`config.mk`:
```
export PLATFORM = sky130hd
export DESIGN_NAME = vid_geom_meas
export DESIGN_NICKNAME = d
export VERILOG_FILES = /design/src/rtl/vgm_pkg.sv /design/src/rtl/vgm_span_acc.sv /design/src/rtl/vgm_period.sv /design/src/rtl/vgm_div.sv /design/src/rtl/vid_geom_meas.sv
export SDC_FILE = /design/constraint.sdc
export NUM_CORES = 1
export LEC_CHECK = 0
export ABC_AREA = 1
export BUFFER_PORTS_ARGS = -buffer_cell sky130_fd_sc_hd__buf_2
export CORE_MARGIN = 3
export CORE_UTILIZATION = 51
export CTS_BUF_LIST = sky130_fd_sc_hd__clkbuf_8
export DETAILED_ROUTE_END_ITERATION = 16
export PLACE_DENSITY_LB_ADDON = 0.08
export SYNTH_ARGS = -nofsm -noshare
export SYNTH_HDL_FRONTEND = slang
export SYNTH_HIERARCHICAL = 1
export SYNTH_SLANG_ARGS = --single-unit
```
`constraint.sdc`:
```
create_clock -name clk_i -period 1.93 [get_ports clk_i]
set_clock_uncertainty 0.1 [all_clocks]
set_input_delay 0.193 -clock clk_i [delete_from_list [all_inputs] [get_ports clk_i]]
set_output_delay 0.193 -clock clk_i [all_outputs]
set_load 0.02 [all_outputs]
```
`src/rtl/vgm_pkg.sv`:
```
package vgm_pkg;
  localparam int unsigned RATE_SHIFT = 15;

  function automatic int unsigned pop_w(int unsigned lanes);
    return $clog2(lanes + 1);
  endfunction
endpackage

```
`src/rtl/vgm_span_acc.sv`:
```
// Counts weighted events across an open span (line or frame); latches on close.
module vgm_span_acc #(
  parameter int unsigned IN_W  = 3,
  parameter int unsigned CNT_W = 16
) (
  input  logic             clk_i,
  input  logic             rst_ni,
  input  logic             open_i,
  input  logic             close_i,
  input  logic [IN_W-1:0]  inc_i,
  input  logic             hold_i,
  output logic [CNT_W-1:0] total_o,
  output logic             stb_o,
  output logic             active_o,
  output logic             close_ok_o
);
  logic             in_span_q;
  logic [CNT_W-1:0] acc_q;
  logic             act;
  logic [CNT_W-1:0] sum;

  assign act        = in_span_q | open_i;
  assign sum        = (open_i ? '0 : acc_q) + (act ? CNT_W'(inc_i) : '0);
  assign close_ok_o = close_i & act;
  assign active_o   = in_span_q;

  always_ff @(posedge clk_i or negedge rst_ni) begin
    if (!rst_ni) begin
      in_span_q <= 1'b0;
      acc_q     <= '0;
      total_o   <= '0;
      stb_o     <= 1'b0;
    end else begin
      stb_o     <= 1'b0;
      in_span_q <= act & ~close_i;
      acc_q     <= sum;
      if (close_ok_o && !hold_i) begin
        total_o <= sum;
        stb_o   <= 1'b1;
      end
    end
  end
endmodule

```
`src/rtl/vgm_period.sv`:
```
module vgm_period #(
  parameter int unsigned PER_W = 16
) (
  input  logic             clk_i,
  input  logic             rst_ni,
  input  logic             sol_i,
  input  logic             hold_i,
  output logic [PER_W-1:0] cur_o,
  output logic             seen_o,
  output logic             zero_o,
  output logic [PER_W-1:0] period_o
);
  logic [PER_W-1:0] cnt_q;
  logic             seen_q;

  assign cur_o  = cnt_q;
  assign seen_o = seen_q;
  assign zero_o = seen_q & sol_i & (cnt_q == '0);

  always_ff @(posedge clk_i or negedge rst_ni) begin
    if (!rst_ni) begin
      cnt_q    <= '0;
      seen_q   <= 1'b0;
      period_o <= '0;
    end else begin
      cnt_q <= sol_i ? PER_W'(1) : cnt_q + PER_W'(1);
      if (sol_i) seen_q <= 1'b1;
      if (sol_i && seen_q && !hold_i) period_o <= cnt_q;
    end
  end
endmodule

```
`src/rtl/vgm_div.sv`:
```
// Restoring divider, one quotient bit per cycle.
module vgm_div #(
  parameter int unsigned DIV_W = 31,
  parameter int unsigned DSR_W = 16
) (
  input  logic             clk_i,
  input  logic             rst_ni,
  input  logic             start_i,
  input  logic [DIV_W-1:0] dvd_i,
  input  logic [DSR_W-1:0] dsr_i,
  input  logic             hold_i,
  output logic             busy_o,
  output logic             done_o,
  output logic [DIV_W-1:0] quo_o
);
  localparam int unsigned CW = $clog2(DIV_W + 1);

  logic [DIV_W-1:0] quo_q, quo_nx;
  logic [DSR_W-1:0] rem_q, dsr_q, rem_nx;
  logic [DSR_W:0]   rem_sh, diff;
  logic [CW-1:0]    cnt_q;
  logic             ge;

  assign rem_sh = {rem_q, quo_q[DIV_W-1]};
  assign diff   = rem_sh - {1'b0, dsr_q};
  assign ge     = rem_sh >= {1'b0, dsr_q};
  assign rem_nx = ge ? diff[DSR_W-1:0] : rem_sh[DSR_W-1:0];
  assign quo_nx = {quo_q[DIV_W-2:0], ge};

  always_ff @(posedge clk_i or negedge rst_ni) begin
    if (!rst_ni) begin
      busy_o <= 1'b0;
      done_o <= 1'b0;
      quo_o  <= '0;
      quo_q  <= '0;
      rem_q  <= '0;
      dsr_q  <= '0;
      cnt_q  <= '0;
    end else begin
      done_o <= 1'b0;
      if (!busy_o) begin
        if (start_i) begin
          busy_o <= 1'b1;
          quo_q  <= dvd_i;
          rem_q  <= '0;
          dsr_q  <= dsr_i;
          cnt_q  <= CW'(DIV_W);
        end
      end else begin
        quo_q <= quo_nx;
        rem_q <= rem_nx;
        cnt_q <= cnt_q - CW'(1);
        if (cnt_q == CW'(1)) begin
          busy_o <= 1'b0;
          if (!hold_i) begin
            quo_o  <= quo_nx;
            done_o <= 1'b1;
          end
        end
      end
    end
  end
endmodule

```
`src/rtl/vid_geom_meas.sv`:
```
module vid_geom_meas #(
  parameter int unsigned LANES  = 4,
  parameter int unsigned CNT_W  = 16,
  parameter int unsigned PER_W  = 16,
  parameter int unsigned HT_W   = 16,
  parameter int unsigned ATTR_W = 64,
  localparam int unsigned DIV_W = HT_W + vgm_pkg::RATE_SHIFT,
  localparam int unsigned POP_W = vgm_pkg::pop_w(LANES)
) (
  input  logic              clk_i,
  input  logic              rst_ni,
  input  logic [LANES-1:0]  valid_i,
  input  logic              sol_i,
  input  logic              eol_i,
  input  logic              sof_i,
  input  logic              eof_i,
  input  logic              field_i,
  input  logic [HT_W-1:0]   htotal_i,
  input  logic [ATTR_W-1:0] attr_i,
  output logic [ATTR_W-1:0] attr_o,
  output logic [CNT_W-1:0]  width_o,
  output logic [CNT_W-1:0]  height_o,
  output logic              field_o,
  output logic              upd_stb_o,
  output logic [PER_W-1:0]  period_o,
  output logic [DIV_W-1:0]  rate_o,
  output logic              rate_stb_o,
  output logic              rate_busy_o,
  output logic              err_o
);
  logic [POP_W-1:0] pop;
  logic             in_line, eol_ok, in_frame, eof_ok, line_stb;
  logic             seen, zero, err_q, err_set, hold, div_start;
  logic [PER_W-1:0] cur_per;

  always_comb begin
    pop = '0;
    for (int i = 0; i < LANES; i++) pop = pop + POP_W'(valid_i[i]);
  end

  assign attr_o = attr_i;

  assign err_set   = (sol_i & in_line) | zero;
  assign hold      = err_q | err_set;
  assign err_o     = err_q;
  assign div_start = sol_i & seen & ~hold;

  always_ff @(posedge clk_i or negedge rst_ni) begin
    if (!rst_ni) begin
      err_q   <= 1'b0;
      field_o <= 1'b0;
    end else begin
      if (err_set) err_q <= 1'b1;
      if (sof_i && !hold) field_o <= field_i;
    end
  end

  vgm_span_acc #(.IN_W(POP_W), .CNT_W(CNT_W)) u_line (
    .clk_i, .rst_ni,
    .open_i(sol_i), .close_i(eol_i), .inc_i(pop), .hold_i(hold),
    .total_o(width_o), .stb_o(line_stb), .active_o(in_line), .close_ok_o(eol_ok)
  );

  vgm_span_acc #(.IN_W(1), .CNT_W(CNT_W)) u_frame (
    .clk_i, .rst_ni,
    .open_i(sof_i), .close_i(eof_i), .inc_i(eol_ok), .hold_i(hold),
    .total_o(height_o), .stb_o(upd_stb_o), .active_o(in_frame), .close_ok_o(eof_ok)
  );

  vgm_period #(.PER_W(PER_W)) u_per (
    .clk_i, .rst_ni,
    .sol_i, .hold_i(hold),
    .cur_o(cur_per), .seen_o(seen), .zero_o(zero), .period_o
  );

  vgm_div #(.DIV_W(DIV_W), .DSR_W(PER_W)) u_div (
    .clk_i, .rst_ni,
    .start_i(div_start),
    .dvd_i({htotal_i, {vgm_pkg::RATE_SHIFT{1'b0}}}),
    .dsr_i(cur_per), .hold_i(hold),
    .busy_o(rate_busy_o), .done_o(rate_stb_o), .quo_o(rate_o)
  );

  logic unused;
  assign unused = line_stb ^ in_frame ^ eof_ok;
endmodule

```
==> impl_metrics.tcl <==
set metrics [dict create \
    status "finished with violations" \
    violations "negative setup slack" \
    dieArea_mm2 0.0233 \
    grtUsageTotal 0.242 \
    rsz0062_at_grt "yes" \
    avgViaCountPerCell 5.08 \
    end_kind "flop" \
    r2r_slack_ps -120 \
    worstPathArrival_ps 2420 \
    final_cell_mix "nand2_1 (340), dfrtp_1 (203), inv_1 (154)" \
    htree_levels 2 \
    grt_pass1_wl_mm 47.2 \
    min-delay-path-class "in2reg" \
    drtIter0Drc 556 \
    wl_mm 29.9 \
    ioPinCount 239 \
    dp_hpwl_mm 18.3 \
    die_x_um 153 \
    reg_top3 "u_div/quo_o: 31 flops, u_div/quo_q: 31 flops" \
    wl_per_cell_um 15.5 \
    antenna_found_initial 0 \
    clkLatencyLatePin_ps 520 \
    finalCritPeriodShare 1.10 \
    crit_type "in2reg" \
    syn_to_final_growth_pct 40.4 \
    synth_cells 1367 \
    diodes 0 \
    vias 9830 \
    dp_cells 1791 \
    cp_max_fo 7 \
    overflow 0 \
    clkTransAtPathRegs_ps 50 \
    p_leak_nw 7.82 \
    max_cap_viol_count 0 \
    die_y_um 153 \
    setup_viol 75 \
    final_layout_size_suffix_gt1_frac 0.401 \
    drc_errors 0 \
    worst_ir_drop_vdd_v 0.000704 \
    final_cells 1934 \
    cts_buffer_depth 3 \
    hold_viol 0 \
    syn_avg_cell_area_um2 8.02 \
    yosys_warnings 6 \
    setup_slack_ps -187 \
    fin_util 0.730 \
    power_density_mw_per_mm2 1240 \
    grt_max_degree 55 \
    maxSlewViolCount 0 \
    rows 53 \
    antenna_left 0 \
    synth_area_mm2 0.0110 \
    numCtsBuffers 38 \
    nNetsFinal 1757 \
    place_congestion 0.879 \
    fmax_ghz 0.472 \
    layout_commonest_cell "nand2_1" \
    initial_core_util 0.520 \
    grt_pass1_vias 9498 \
    numPortBuffers 110 \
    cp.required_ps 2240 \
    core_area_mm2 0.0211 \
    cts.sinks 203 \
    cts_tree "built" \
    crit_path_start_kind "input port" \
    dr.pass1.iters 5 \
    clockRootBuffer "clkbuf_8" \
    fin_crit_ps 2120 \
]
-- worst paths after layout --
check                                                  end  cells past startpoint                       startpoint
setup / recovery                u_line/acc_q[15]$_DFF_PN0_                     15                       valid_i[3]
hold / removal                  u_frame/active_o$_DFF_PN0_                      4                            sof_i
setup reg to reg             u_line/total_o[6]$_DFFE_PN0P_                     12        u_line/active_o$_DFF_PN0_
hold reg to reg            u_frame/total_o[11]$_DFFE_PN0P_                      2  u_frame/total_o[11]$_DFFE_PN0P_
max in group asynchronous   u_line/total_o[14]$_DFFE_PN0P_                      3                           rst_ni
min in group asynchronous       u_div/quo_o[8]$_DFFE_PN0P_                      2                           rst_ni
-- cell type report --
type                            count  area (um^2)
Multi-Input combinational cell    900         5830
Fill cell                        1593         5700
Sequential cell                   203         5080
Timing Repair Buffer              313         2680
Inverter                          179          709
Clock buffer                       49          674
Tap cell                          275          344
Clock inverter                     14         58.8
Timing Repair inverter              1         11.3
-- critical path, cell delays in order --
cell     delay, ps
buf_6           70
inv_2           30
fa_1           540
inv_2           50
ha_4           160
ha_4           230
inv_2           60
nor2_4          40
ha_1           300
nand2_1         70
nor2_2          90
nor2_2          60
nor2_4         220
nand4_1        140
and2_1         170
-- where the power goes --
part / switching [mW] / total [mW] / internal [mW]
registers: 0.532 / 5.53 / 5.00
logic: 5.20 / 9.53 / 4.33
clock network: 1.73 / 3.98 / 2.26
-- routing by layer --
| layer | global-route usage | up-vias | wire [um] |
|---|---|---|---|
| li1 | - | 4785 | - |
| met1 | 0.331 | 4721 | 13100 |
| met2 | 0.403 | 266 | 14600 |
| met3 | 0.0446 | 58 | 1690 |
| met4 | 0.0615 | 0 | 528 |
| met5 | 0 | - | 0 |
-- metrics by stage --
stage          total power [mW]  hold WS [ps]  worst slack [ps]  setup TNS [ps]  cell area, um^2
2_1_floorplan              9.73          -203              -510          -12100            11100
3_3_place_gp               11.8          96.0              -799          -28160            12300
3_5_place_dp               11.9           101              -863          -31950            12300
4_1_cts                    17.4          26.9              -108           -4390            14200
5_1_grt                    20.3          80.8              -253          -21720            15400
6_report                   19.0          81.3              -187           -5810            15400
-- timing repair --
action	in CTS	in global routing
setup buffers	27	15
gates resized for setup	146	242
hold buffers	22	0
endpoints found under the hold margin	224	0
endpoints found under the setup margin	134	170
cloned	11	9
pin swaps	47	101
No activity file was read; power rests on OpenSTA's default activity.
